$ cat config.mk
export PLATFORM = sky130hd
export DESIGN_NAME = keyed_wdt
export DESIGN_NICKNAME = d
export VERILOG_FILES = /design/src/rtl/kwdt_pkg.sv /design/src/rtl/kwdt_decode.sv /design/src/rtl/kwdt_counter.sv /design/src/rtl/kwdt_pulse.sv /design/src/rtl/keyed_wdt.sv
export SDC_FILE = /design/constraint.sdc
export NUM_CORES = 1
export LEC_CHECK = 0
export ABC_AREA = 0
export BUFFER_PORTS_ARGS = -buffer_cell sky130_fd_sc_hd__buf_2
export CAP_MARGIN = 10
export CORE_ASPECT_RATIO = 1.2
export CORE_UTILIZATION = 35
export DETAILED_ROUTE_END_ITERATION = 8
export RECOVER_POWER = 100
export SLEW_MARGIN = 20
export SYNTH_ARGS = -nofsm -noshare
export SYNTH_HDL_FRONTEND = slang
export SYNTH_SLANG_ARGS = --single-unit
$ cat constraint.sdc
create_clock -name clk -period 2.6 [get_ports clk]
set_input_delay 0 -clock clk [delete_from_list [all_inputs] [get_ports clk]]
set_output_delay 0 -clock clk [all_outputs]
set_load 0.01 [all_outputs]
$ cat src/rtl/kwdt_pkg.sv
package kwdt_pkg;

    // Register offsets (byte addresses)
    localparam logic [7:0] OFS_MODE  = 8'h00;
    localparam logic [7:0] OFS_LEN   = 8'h04;
    localparam logic [7:0] OFS_KICK  = 8'h08;
    localparam logic [7:0] OFS_STAT  = 8'h0C;
    localparam logic [7:0] OFS_CNT   = 8'h10;
    localparam logic [7:0] OFS_SWRST = 8'h14;

    // Write keys
    localparam logic [7:0]  MODE_KEY  = 8'h22;
    localparam logic [4:0]  LEN_KEY   = 5'h08;
    localparam logic [31:0] KICK_KEY  = 32'h0000_1971;
    localparam logic [31:0] SWRST_KEY = 32'h0000_1209;

    // Mode bit positions
    localparam int B_EN   = 0;
    localparam int B_POL  = 1;
    localparam int B_EXT  = 2;
    localparam int B_IRQ  = 3;
    localparam int B_DUAL = 6;

    // Length field base bit
    localparam int LEN_LSB = 5;

    // Status bit positions
    localparam int B_STS_TO = 31;
    localparam int B_STS_SW = 30;

    // Accepted (key-checked) write strobes
    typedef struct packed {
        logic mode_wr;
        logic len_wr;
        logic kick;
        logic swrst;
    } kwdt_wr_t;

    // Control and status state held in the top
    typedef struct packed {
        logic en;
        logic pol;
        logic ext;
        logic irq_en;
        logic dual;
        logic pend;
        logic sts_to;
        logic sts_sw;
    } kwdt_ctl_t;

endpackage

$ cat src/rtl/kwdt_decode.sv
module kwdt_decode
    import kwdt_pkg::*;
#(
    parameter int ADDR_W = 8
) (
    input  logic [ADDR_W-1:0] addr,
    input  logic              we,
    input  logic [31:0]       wdata,
    output kwdt_wr_t          wr
);

    always_comb begin
        wr = '0;
        if (we) begin
            wr.mode_wr = (addr == ADDR_W'(OFS_MODE))  && (wdata[31:24] == MODE_KEY);
            wr.len_wr  = (addr == ADDR_W'(OFS_LEN))   && (wdata[LEN_LSB-1:0] == LEN_KEY);
            wr.kick    = (addr == ADDR_W'(OFS_KICK))  && (wdata == KICK_KEY);
            wr.swrst   = (addr == ADDR_W'(OFS_SWRST)) && (wdata == SWRST_KEY);
        end
    end

endmodule

$ cat src/rtl/kwdt_counter.sv
module kwdt_counter #(
    parameter int TMO_W      = 11,
    parameter int UNIT_SHIFT = 9
) (
    input  logic                        clk,
    input  logic                        rst_n,
    input  logic                        tick,
    input  logic                        en,
    input  logic                        load,
    input  logic [TMO_W-1:0]            load_val,
    input  logic                        kick,
    output logic [TMO_W-1:0]            len,
    output logic [TMO_W+UNIT_SHIFT-1:0] cnt,
    output logic                        expire
);

    localparam int CNT_W = TMO_W + UNIT_SHIFT;

    typedef struct packed {
        logic [TMO_W-1:0] len;
        logic [CNT_W-1:0] cnt;
    } cnt_st_t;

    cnt_st_t st_d, st_q;

    function automatic logic [CNT_W-1:0] span(input logic [TMO_W-1:0] units);
        return {units, {UNIT_SHIFT{1'b0}}};
    endfunction

    always_comb begin
        st_d   = st_q;
        expire = 1'b0;
        if (en && tick) begin
            if (st_q.cnt == '0) begin
                // reload on run-out; a same-cycle software reload suppresses it
                expire   = !(load || kick);
                st_d.cnt = span(st_q.len);
            end else begin
                st_d.cnt = st_q.cnt - CNT_W'(1);
            end
        end
        if (load) begin
            st_d.len = load_val;
            st_d.cnt = span(load_val);
        end else if (kick) begin
            st_d.cnt = span(st_q.len);
        end
    end

    always_ff @(posedge clk or negedge rst_n) begin
        if (!rst_n) begin
            st_q <= '0;
        end else begin
            st_q <= st_d;
        end
    end

    assign len = st_q.len;
    assign cnt = st_q.cnt;

endmodule

$ cat src/rtl/kwdt_pulse.sv
module kwdt_pulse #(
    parameter int PULSE_LEN = 16
) (
    input  logic clk,
    input  logic rst_n,
    input  logic fire,
    input  logic pol,
    output logic pin
);

    localparam int PW = $clog2(PULSE_LEN + 1);

    logic [PW-1:0] left_d, left_q;
    logic          active;

    always_comb begin
        left_d = left_q;
        if (fire) begin
            left_d = PW'(PULSE_LEN);
        end else if (left_q != '0) begin
            left_d = left_q - PW'(1);
        end
    end

    always_ff @(posedge clk or negedge rst_n) begin
        if (!rst_n) begin
            left_q <= '0;
        end else begin
            left_q <= left_d;
        end
    end

    assign active = (left_q != '0);
    assign pin    = pol ? active : !active;

endmodule

$ cat src/rtl/keyed_wdt.sv
module keyed_wdt
    import kwdt_pkg::*;
#(
    parameter int ADDR_W     = 8,
    parameter int TMO_W      = 11,
    parameter int UNIT_SHIFT = 9,
    parameter int PULSE_LEN  = 16
) (
    input  logic              clk,
    input  logic              rst_n,
    input  logic              tick,
    input  logic [ADDR_W-1:0] bus_addr,
    input  logic              bus_we,
    input  logic [31:0]       bus_wdata,
    output logic [31:0]       bus_rdata,
    output logic              wdt_rst_out,
    output logic              wdt_irq
);

    localparam int CNT_W = TMO_W + UNIT_SHIFT;

    kwdt_wr_t         wr;
    kwdt_ctl_t        ctl_d, ctl_q;
    logic [TMO_W-1:0] len_w;
    logic [CNT_W-1:0] cnt_w;
    logic             expire_w;
    logic             rst_evt;
    logic             irq_evt;
    logic             fire;

    // observation points for the bound checker
    logic mode_en_w;
    logic mode_pol_w;
    logic sts_sw_w;

    kwdt_decode #(
        .ADDR_W (ADDR_W)
    ) u_decode (
        .addr  (bus_addr),
        .we    (bus_we),
        .wdata (bus_wdata),
        .wr    (wr)
    );

    kwdt_counter #(
        .TMO_W      (TMO_W),
        .UNIT_SHIFT (UNIT_SHIFT)
    ) u_counter (
        .clk      (clk),
        .rst_n    (rst_n),
        .tick     (tick),
        .en       (ctl_q.en),
        .load     (wr.len_wr),
        .load_val (bus_wdata[LEN_LSB +: TMO_W]),
        .kick     (wr.kick),
        .len      (len_w),
        .cnt      (cnt_w),
        .expire   (expire_w)
    );

    kwdt_pulse #(
        .PULSE_LEN (PULSE_LEN)
    ) u_pulse (
        .clk   (clk),
        .rst_n (rst_n),
        .fire  (fire),
        .pol   (ctl_q.pol),
        .pin   (wdt_rst_out)
    );

    always_comb begin
        ctl_d   = ctl_q;
        rst_evt = expire_w && (!ctl_q.dual || ctl_q.pend);
        irq_evt = expire_w && ctl_q.dual && !ctl_q.pend;
        fire    = (rst_evt && ctl_q.ext) || wr.swrst;

        if (wr.mode_wr) begin
            ctl_d.en     = bus_wdata[B_EN];
            ctl_d.pol    = bus_wdata[B_POL];
            ctl_d.ext    = bus_wdata[B_EXT];
            ctl_d.irq_en = bus_wdata[B_IRQ];
            ctl_d.dual   = bus_wdata[B_DUAL];
            ctl_d.sts_to = 1'b0;
            ctl_d.sts_sw = 1'b0;
        end

        if (wr.kick || rst_evt) begin
            ctl_d.pend = 1'b0;
        end else if (irq_evt) begin
            ctl_d.pend = 1'b1;
        end

        // events win over a same-cycle clear
        if (rst_evt) begin
            ctl_d.sts_to = 1'b1;
        end
        if (wr.swrst) begin
            ctl_d.sts_sw = 1'b1;
        end
    end

    always_ff @(posedge clk or negedge rst_n) begin
        if (!rst_n) begin
            ctl_q <= '0;
        end else begin
            ctl_q <= ctl_d;
        end
    end

    always_comb begin
        bus_rdata = '0;
        case (bus_addr)
            ADDR_W'(OFS_MODE): begin
                bus_rdata[B_EN]   = ctl_q.en;
                bus_rdata[B_POL]  = ctl_q.pol;
                bus_rdata[B_EXT]  = ctl_q.ext;
                bus_rdata[B_IRQ]  = ctl_q.irq_en;
                bus_rdata[B_DUAL] = ctl_q.dual;
            end
            ADDR_W'(OFS_LEN): begin
                bus_rdata = 32'(len_w) << LEN_LSB;
            end
            ADDR_W'(OFS_STAT): begin
                bus_rdata[B_STS_TO] = ctl_q.sts_to;
                bus_rdata[B_STS_SW] = ctl_q.sts_sw;
            end
            ADDR_W'(OFS_CNT): begin
                bus_rdata = 32'(cnt_w);
            end
            default: bus_rdata = '0;
        endcase
    end

    assign wdt_irq    = ctl_q.pend && ctl_q.irq_en;
    assign mode_en_w  = ctl_q.en;
    assign mode_pol_w = ctl_q.pol;
    assign sts_sw_w   = ctl_q.sts_sw;

endmodule

==> impl_results.md, run 1 <==
* Status: finished with violations
* Failing checks: DRC
* Fin util at 0.460
* Final setup violation count at 0
* Post-synth EDFFs at 0
* Total power at approximately 1.4 mW
* Vias in the first global route at roughly 2.8k
* Die outline width at 84.4 µm
* GR Overflow Total at 0
* Synth warnings at 0
* Worst endpoint data arrival time at around 2.7 ns
* Core Rows at 35
* H-tree lvl count at 2
* Reg2reg start: u_counter.cnt[10]
* MaxCap Viol Count at 0
* Hold Crit Start: bus_wdata[0]
* PostCTS Resize Cnt at 0
* Worst R2R Path Depth at 7
* Share of cells above drive strength 1 at 0.213
* Antenna cells at 0
* Worst-path clk slew at roughly 0.09 ns
* Crit-path max FO at 6
* Die Height at slightly above 100 µm
* DRT Wirelength at 8.53 mm
* Clock Power Share at 0.442
* Crit end category: flip-flop
* Final period util at 0.955
* Flop pwr share at 0.480
* Final worst path period need at around 2.5 ns
* Initial Utilization at 0.366
* CTS Buffer Depth at 2
* Vias at a little under 3k
* Cell area after synthesis at around 2900 µm²
* Slew headroom at 0.261
* RePlAce Congestion at approximately 0.91
* Initial antenna violation count at 0
* Global-route wire length before repair at between 10 and 15 mm
* Via-to-Cell Ratio at 5.65
* Clock Latency Late Sink at about 0.30 ns
* DRC at 8
* Syn avg cell area at ~8.6 µm²
* Flops & latches, synth at 44
* CP startpoint kind: flip-flop
* Final std cells w/o fill at between 500 and 600
* Req. time, crit path at roughly 2.8 ns
* Max Clk Rate at around 400 MHz
* Worst-margin pin slew at roughly 1.1 ns
* CTS Sinks at 44
* Top_reg_cell synth: dfrtp_1
* RSZ-0062 raised after global routing: no
* Crit Path Class: flip-flop to flip-flop
* Largest net degree at the start of global routing at 45
* Logic pwr share at 0.078
* GRT busiest layer: met2
* Pint at approximately 1.1 mW
* Seq/Total Area, Yosys at 0.386
* Met3 Use GR at 0.0319
* NetSw at 0.319 mW
* Fin nets at 476
* Cts bufs inserted at 5
* Die area at roughly 8500 µm²
* IO buf count at between 60 and 70
* Clk_skew at between 0.006 and 0.007 ns
* Asr flop ratio synth at 1.00
* Total negative slack at 0 ns
* Core Region at 7790 µm²
* Yosys cell types at between 60 and 70
* Syn Inst Count at around 330
* IO Pins at 78
* Hold path depth at 2
* Hold path endpoint: mode_en_w
* Sw frac at 0.222
* Iteration-0 DRC Markers at 225
* Commonest non-fill, non-tap cells in the layout: 49 x nand2_1, 46 x buf_2, 44 x dfrtp_1
* Peak VDD IR at 287 µV
* Inst Count DP at roughly 500
* Register-to-register setup slack at between 0.1 and 0.15 ns
* GR Layer Usage met2 at 0.354
* Final Hold Vio Count at 0
* Pwr Density at roughly 400 nW/µm²
* DR WL/cell at 16.4 µm
* Pre-Repair DR Iteration Count at 7
* Commonest non-fill, non-tap cell in the layout: nand2_1
* Max Transition Viols Final at 0
* Tot GR Track Use at 0.208
* Layout area overhead at 25.7%
* CTS tree: yes
* Final HPWL DP at approximately 6.5 mm
* Grt met1 use at 0.264
* Worst R2R End: u_pulse.left_q[2]
* Tightest Hold Check Type: primary input to flip-flop
* ANT nets after route at 0
* Root Driver: clkbuf_8
* Leak pwr at roughly 1.8 nW
metrics by stage:
step                area [µm²]  setup WS [ns]  hold slack (ns)
detailed placement        3390          0.212            0.226
finish                    3580          0.118          0.00934
global placement          3390          0.276            0.229
floorplan                 2890          0.306           -0.296
CTS                       3640          0.195           0.0118
global route              3580         0.0211           0.0171
area by class of cell:
| type | count | area, µm² |
|---|---|---|
| Fill cell | 780 | 4210 |
| Multi-Input combinational cell | 266 | 1610 |
| Sequential cell | 44 | 1100 |
| Timing Repair Buffer | 102 | 596 |
| Tap cell | 92 | 115 |
| Clock buffer | 5 | 68.8 |
| Clock inverter | 2 | 60.1 |
| Inverter | 9 | 33.8 |
power groups by stage:
| stage | sequential, mW | combinational, mW | clock, mW |
|---|---|---|---|
| 6_report | 0.688 | 0.112 | 0.633 |
| 5_1_grt | 0.688 | 0.126 | 0.674 |
| 4_1_cts | 0.688 | 0.116 | 0.640 |
| 3_5_place_dp | 0.701 | 0.102 | 0 |
| 3_3_place_gp | 0.701 | 0.102 | 0 |
| 2_1_floorplan | 0.701 | 0.0453 | 0 |
how the worst max path moves through the flow:
stage	from	endpoint	cells after the start
floorplan	u_counter.cnt[8]	u_counter.cnt[13]	8
global placement	u_counter.cnt[10]	u_counter.cnt[13]	8
detailed placement	u_counter.cnt[10]	u_counter.cnt[13]	8
CTS	u_counter.cnt[10]	u_counter.cnt[13]	8
global route	bus_wdata[1]	u_counter.cnt[15]	9
finish	u_counter.cnt[10]	u_pulse.left_q[2]	7
cells by family after synthesis:
group,share of synthesized area
AND/OR/NAND/NOR,0.324
buffers and inverters,0.0588
adder cells (fa/ha/maj),0.0175
AO/OA/AOI/OAI,0.174
multiplexers,0.0268
XOR/XNOR,0.0123
flip-flops,0.386
other,0.00131
cells in the mapped netlist (5+ instances only):
master / n / area share
nand2_1: 49 / 0.064
dfrtp_1: 44 / 0.39
nor2_1: 26 / 0.034
nor3_1: 19 / 0.033
o21ai_0: 17 / 0.030
a22o_1: 16 / 0.049
a21oi_1: 14 / 0.025
nand3_1: 13 / 0.023
and2_1: 10 / 0.022
buf_4: 10 / 0.026
clkbuf_1: 9 / 0.012
inv_1: 9 / 0.012
nor4_1: 6 / 0.013
and3_1: 5 / 0.011
mux2_2: 5 / 0.020
nand4_1: 5 / 0.011
flip-flops by register name, summed over array words and instances, names as in the netlist:
name            cells
u_counter.len      11
sts_sw_w            1
ctl_q               5
mode_pol_w          1
mode_en_w           1
u_counter.cnt      20
u_pulse.left_q      5
routing by layer:
metal	routed length, µm	vias up
met5	0	-
met4	269	0
met3	461	19
met2	4020	127
met1	3780	1407
li1	-	1383
critical path, stage by stage, from the launching register on:
cell	delay [ns]
dfrtp_1	0.44
or4_4	0.57
or3_4	0.44
nor2_1	0.19
nand2_1	0.11
nor4_2	0.31
a21o_2	0.24
nor3_1	0.06
what timing repair did:
| action | in CTS | in global routing |
|---|---|---|
| hold buffers | 12 | 0 |
| endpoints found under the hold margin | 55 | 0 |
| setup endpoints to repair | 0 | 0 |
| setup buffers | 0 | 0 |
Note: power is estimated with default switching activity, not from simulation.
==> run 2, diff against run 1 <==
Settings changed: CORE_UTILIZATION 35 to 50, PLACE_DENSITY set to 0.77.
==> run 2 against run 1 <==
The flow still finishes with violations (DRC). Via count fell by 3.4%. Combinational power barely moved. Sequential cell count did not move. Fmax rose by 2.0%. Routed wire length fell by 7.7%. Global-route usage rose by 7.5 points. Core utilization rose by 19 points. Count of clock-buffer cells in the layout rose by 1. Cell count fell by 7.1%. Critical path type unchanged. Highest routed layer unchanged.
==> impl_results.md, run 2 (synthesis gave the netlist of run 1 again) <==
* Tightest Hold Check Type: primary input to flip-flop
* Slowest CP cell: or4_4
* Largest net degree at the start of global routing at 45 (unchanged)
* DRT Wirelength at 7.87 mm (-7.7%)
* Max Transition Viols Final at 0 (unchanged)
* Final Hold Vio Count at 0 (unchanged)
* Pre-Repair DR Iteration Count at 6 (-1)
* Pwr Density at 380 nW/µm² (-4.9%)
* Worst endpoint data arrival time at 2.62 ns (-0.04 ns)
* Layout area overhead at 22.4%
* CP startpoint kind: flip-flop
* Slew headroom at 0.258 (-0.00310)
* Final HPWL DP at 5.94 mm (-8.1%)
* Reg2reg start: u_counter.cnt[8]
* Worst R2R End: u_pulse.left_q[0]
* Core Region at 5410 µm² (-31%)
* Max reg flops at 20 (unchanged)
* Max Clk Rate at 411 MHz (+2.0%)
* Status: finished with violations
* Worst R2R Path Depth at 7 (unchanged)
* Final worst path period need at 2.43 ns (-0.0485 ns)
* Crit end category: flip-flop
* IO Pins at 78 (unchanged)
* CTS Sinks at 44 (unchanged)
* Cells along the critical path: or4_4 -> or3_4 -> nor2_2 -> nand2_1 -> nor4_4 -> a21o_2 -> nor2_1
* Antenna cells at 0 (unchanged)
* Vias at 2837 (-3.4%)
* GR Overflow Total at 0 (unchanged)
* Clock Latency Late Sink at 0.30 ns (about the same)
* CTS Buffer Depth at 2 (unchanged)
* Final hold slack at 0.00793 ns (-0.00141 ns)
* ANT nets after route at 0 (unchanged)
* CP Launch Point: u_counter.cnt[8]
* Clk_skew at 0.0102 ns (+0.00419 ns)
* Peak VDD IR at 319 µV (+11%)
* Hold Crit Start: bus_wdata[0]
* Register-to-register setup slack at 0.17 ns (+0.05 ns)
* Die outline width at 71.0 µm (-16%)
* Global-route wire length before repair at 13.3 mm (-4.1%)
* Die Height at 84.7 µm (-16%)
* Final setup violation count at 0 (unchanged)
* Worst-margin pin slew at 1.11 ns (+0.0131 ns)
* Req. time, crit path at 2.79 ns (about the same)
* MaxCap Viol Count at 0 (unchanged)
* Total negative slack at 0 ns (unchanged)
* RePlAce Congestion at 0.878 (-3.8%)
* DRC at 3 (-5)
* Failing checks: DRC
* Multi-input logic area at 1630 µm² (+1.4%)
* IO buf count at 67 (unchanged)
* Cts bufs inserted at 5 (unchanged)
* Crit Path Class: flip-flop to flip-flop
* Commonest non-fill, non-tap cells in the layout: 49 x nand2_1, 47 x buf_2, 44 x dfrtp_1
* Initial antenna violation count at 0 (unchanged)
* Setup crit end: u_pulse.left_q[0]
* Worst-path clk slew at 0.08 ns (about the same)
* Core Rows at 29 (-17%)
* Initial Utilization at 0.528 (+0.162)
* Tot GR Track Use at 0.283 (+0.0747)
* Slowest stage delay, CP at 0.59 ns (+0.02 ns)
* Root Driver: clkbuf_8
* Vias in the first global route at 2807 (+0.36%)
* DR WL/cell at 16.3 µm (-0.60%)
* Share of cells above drive strength 1 at 0.209 (-0.00359)
* Final period util at 0.936 (-0.0186)
* Commonest non-fill, non-tap cell in the layout: nand2_1
* Fill cells at 494 (-37%)
* Via-to-Cell Ratio at 5.87 (+4.0%)
* FF+latch area at 1100 µm² (unchanged)
* Die area at 6010 µm² (-29%)
* H-tree lvl count at 2 (unchanged)
* Crit-path max FO at 8 (+2)
* Leak pwr at 1.74 nW (-2.0%)
* Fin nets at 468 (-1.7%)
* CTS tree: yes
* Iteration-0 DRC Markers at 231 (+2.7%)
[run 2: cell type report]
class | count | area share
clock inverters | 2 | 0.0100
flip-flops and latches | 44 | 0.315
clock buffers | 6 | 0.0208
well taps | 62 | 0.0222
multi-input cells | 266 | 0.468
inverters | 9 | 0.00968
repair buffers | 94 | 0.154
[run 2: worst min-delay path by stage]
stage                                   end  slack, ns  cells past startpoint
after global placement    u_counter.cnt[18]       0.22                      1
after detailed placement  u_counter.cnt[18]       0.22                      1
final                             mode_en_w      0.008                      2
after floorplan                    ctl_q[1]      -0.30                      0
after CTS                         mode_en_w      0.004                      2
after global routing              mode_en_w      0.003                      2
[run 2: worst max-delay path: cells and delay by family, from the launching register on]
| family | cells | cell delay [ns] |
|---|---|---|
| flops | 1 | 0.46 |
| simple gates | 6 | 1.65 |
| compound gates | 1 | 0.22 |
[run 2: power breakdown]
group	internal, mW	switching (mW)	total [mW]	leakage [nW]
clock network	0.286	0.241	0.527	0.0552
logic	0.0485	0.0632	0.112	1.07
registers	0.685	0.00210	0.688	0.610
[run 2: stage by stage]
step | utilization | area, µm² | setup WS, ns | instances | total power, mW
after detailed placement | 0.608 | 3290 | 0.00673 | 463 | 0.801
after global placement | 0.608 | 3290 | 0.147 | 463 | 0.799
after floorplan | - | 2890 | 0.306 | 342 | 0.746
final | 0.646 | 3490 | 0.166 | 483 | 1.33
after CTS | 0.650 | 3510 | 0.131 | 482 | 1.33
after global routing | 0.646 | 3490 | -0.00258 | 483 | 1.37
[run 2: layer usage]
layer	vias to the layer above	global-route usage	wire (µm)
li1	1370	-	-
met1	1350	0.360	3390
met3	9	0.0348	373
met5	-	0	0
met2	108	0.501	4000
met4	0	0.0800	113
[run 2: what timing repair did]
action / in CTS / in global routing
setup endpoints to repair: 1 / 9
gates resized for setup: 1 / 3
gates cloned: 0 / 0
setup buffers: 0 / 1
pin swaps: 0 / 1
hold buffers: 11 / 0
endpoints found under the hold margin: 55 / 0
==> run 3, diff against run 2 <==
Settings changed: CORE_ASPECT_RATIO 1.2 to not set, PLACE_DENSITY 0.77 to 0.79.
==> run 3 against run 2 <==
The flow now finishes without violations. Global-route usage decreased by 0.23 points. Core utilization decreased by 1.6 points. Die area about the same. Highest routed layer unchanged.
==> impl_results.md, run 3 (synthesis gave the netlist of run 1 again) <==
* Initial antenna violation count at 0 (unchanged)
* Hold Crit Start: bus_wdata[14]
* Die Height at 77.5 µm (-8.5%)
* Clk_skew at 0.0110 ns (+0.000852 ns)
* Pwr Density at 381 nW/µm² (+0.26%)
* Final setup violation count at 0 (unchanged)
* Total power at 1.32 mW (-0.39%)
* IO Pins at 78 (unchanged)
* Largest net degree at the start of global routing at 45 (unchanged)
* Die area at 6010 µm² (about the same)
* Vias in the first global route at 2666 (-5.0%)
* Final hold slack at 0.00150 ns (-0.00643 ns)
* IO buf count at 67 (unchanged)
* PnR worst setup slack at 0.0949 ns (-0.0714 ns)
* Total negative slack at 0 ns (unchanged)
* CTS tree: yes
* Hold path endpoint: u_counter.len[9]
* Worst endpoint data arrival time at 2.69 ns (+0.07 ns)
* Pre-Repair DR Iteration Count at 5 (-1)
* Final Hold Vio Count at 0 (unchanged)
* DRC at 0 (-3)
* Worst-path clk slew at 0.09 ns (about the same)
* Initial Utilization at 0.518 (-0.00959)
* Register-to-register setup slack at 0.09 ns (-0.07 ns)
* Antenna cells at 0 (unchanged)
* Tightest Hold Check Type: primary input to flip-flop
* Multi-input logic area at 1610 µm² (-1.3%)
* Worst R2R Path Depth at 7 (unchanged)
* RePlAce Congestion at 0.950 (+8.2%)
* Slew headroom at 0.256 (-0.00157)
* Max Transition Viols Final at 0 (unchanged)
* Cts bufs inserted at 5 (unchanged)
* Leak pwr at 1.72 nW (-1.3%)
* Core Region at 5510 µm² (+1.9%)
* Die outline width at 77.5 µm (+9.3%)
* Global-route wire length before repair at 13.1 mm (-1.7%)
* CTS Sinks at 44 (unchanged)
* Fill cells at 494 (unchanged)
* Root Driver: clkbuf_8
* DR WL/cell at 16.4 µm (+0.67%)
* H-tree lvl count at 2 (unchanged)
* RSZ-0062 raised after global routing: no
* FF+latch area at 1100 µm² (unchanged)
* ANT nets after route at 0 (unchanged)
* Crit end category: flip-flop
* Iteration-0 DRC Markers at 335 (+45%)
* Vias at 2971 (+4.7%)
* Max Clk Rate at 399 MHz (-2.9%)
* Worst-margin pin slew at 1.11 ns (-0.00617 ns)
* Reg2reg start: u_counter.cnt[10]
* Via-to-Cell Ratio at 6.03 (+2.6%)
* Req. time, crit path at 2.78 ns (about the same)
* Hold path depth at 3 (+1)
* GR Overflow Total at 0 (unchanged)
* Status: finished, final reports clean
* Core Rows at 27 (-6.9%)
* MaxCap Viol Count at 0 (unchanged)
* Tot GR Track Use at 0.280 (-0.00235)
* DRT Wirelength at 8.09 mm (+2.8%)
* CP startpoint kind: flip-flop
* Setup WS pre-CTS at 0.218 ns (+0.211 ns)
* Peak VDD IR at 205 µV (-36%)
* Crit Path Class: flip-flop to flip-flop
* Layout area overhead at 21.6%
* Max reg flops at 20 (unchanged)
* CTS Buffer Depth at 2 (unchanged)
* Worst R2R End: u_pulse.left_q[2]
* Clock Latency Late Sink at 0.30 ns (about the same)
* Fin nets at 468 (unchanged)
* Crit-path max FO at 6 (-2)
* Share of cells above drive strength 1 at 0.190 (-0.0190)
* Final worst path period need at 2.51 ns (+0.0714 ns)
* Final HPWL DP at 6.06 mm (+2.2%)
* Final period util at 0.963 (+0.0275)
* Commonest non-fill, non-tap cells in the layout: 48 x nand2_1, 46 x buf_2, 44 x dfrtp_1
* Commonest non-fill, non-tap cell in the layout: nand2_1
## run 3: through the flow
stage	std cells	utilization	instance area, µm²
2_1_floorplan	342	-	2890
3_3_place_gp	473	0.599	3300
3_5_place_dp	473	0.599	3300
4_1_cts	493	0.641	3530
5_1_grt	493	0.630	3470
6_report	493	0.630	3470
## run 3: worst max-delay path by stage
stage,startpoint,endpoint,depth (start not counted)
2_1_floorplan,u_counter.cnt[8],u_counter.cnt[13],8
3_3_place_gp,u_counter.cnt[0],u_counter.cnt[10],8
3_5_place_dp,u_counter.cnt[0],u_counter.cnt[10],8
4_1_cts,bus_wdata[10],u_counter.cnt[10],10
5_1_grt,bus_wdata[10],u_counter.cnt[8],9
6_report,u_counter.cnt[10],u_pulse.left_q[2],7
## run 3: timing repair
| item | in CTS | in global routing |
|---|---|---|
| buffers inserted | 0 | 0 |
| setup endpoints to repair | 0 | 8 |
| hold buffers | 12 | 0 |
| gates resized for setup | 0 | 3 |
| hold endpoints to repair | 55 | 0 |
## run 3: where the power goes
| group | internal [mW] | switching, mW | leakage (nW) | total (mW) |
|---|---|---|---|---|
| clock | 0.285 | 0.235 | 0.0552 | 0.521 |
| sequential | 0.685 | 0.00222 | 0.610 | 0.688 |
| combinational | 0.0493 | 0.0635 | 1.05 | 0.113 |
## run 3: per-layer routing
layer | up-vias | wire, µm | GRT usage
met4 | 0 | 191 | 0.0943
met5 | - | 0 | 0
met1 | 1450 | 3390 | 0.374
met3 | 20 | 506 | 0.0494
li1 | 1374 | - | -
met2 | 127 | 4010 | 0.458
## run 3: layout make-up
type / instances / area share
clock buffers: 6 / 0.0209
multi-input cells: 266 / 0.465
clock inverters: 2 / 0.0101
inverters: 9 / 0.00974
flip-flops and latches: 44 / 0.317
repair buffers: 94 / 0.151
well taps: 72 / 0.0260
## run 3: worst max-delay path, stage by stage (launching register included)
cell	delay, ns
dfrtp_1	0.43
or4_4	0.56
or3_4	0.45
nor2_1	0.20
nand2_1	0.11
nor4_1	0.34
a21o_2	0.24
nor3_1	0.06
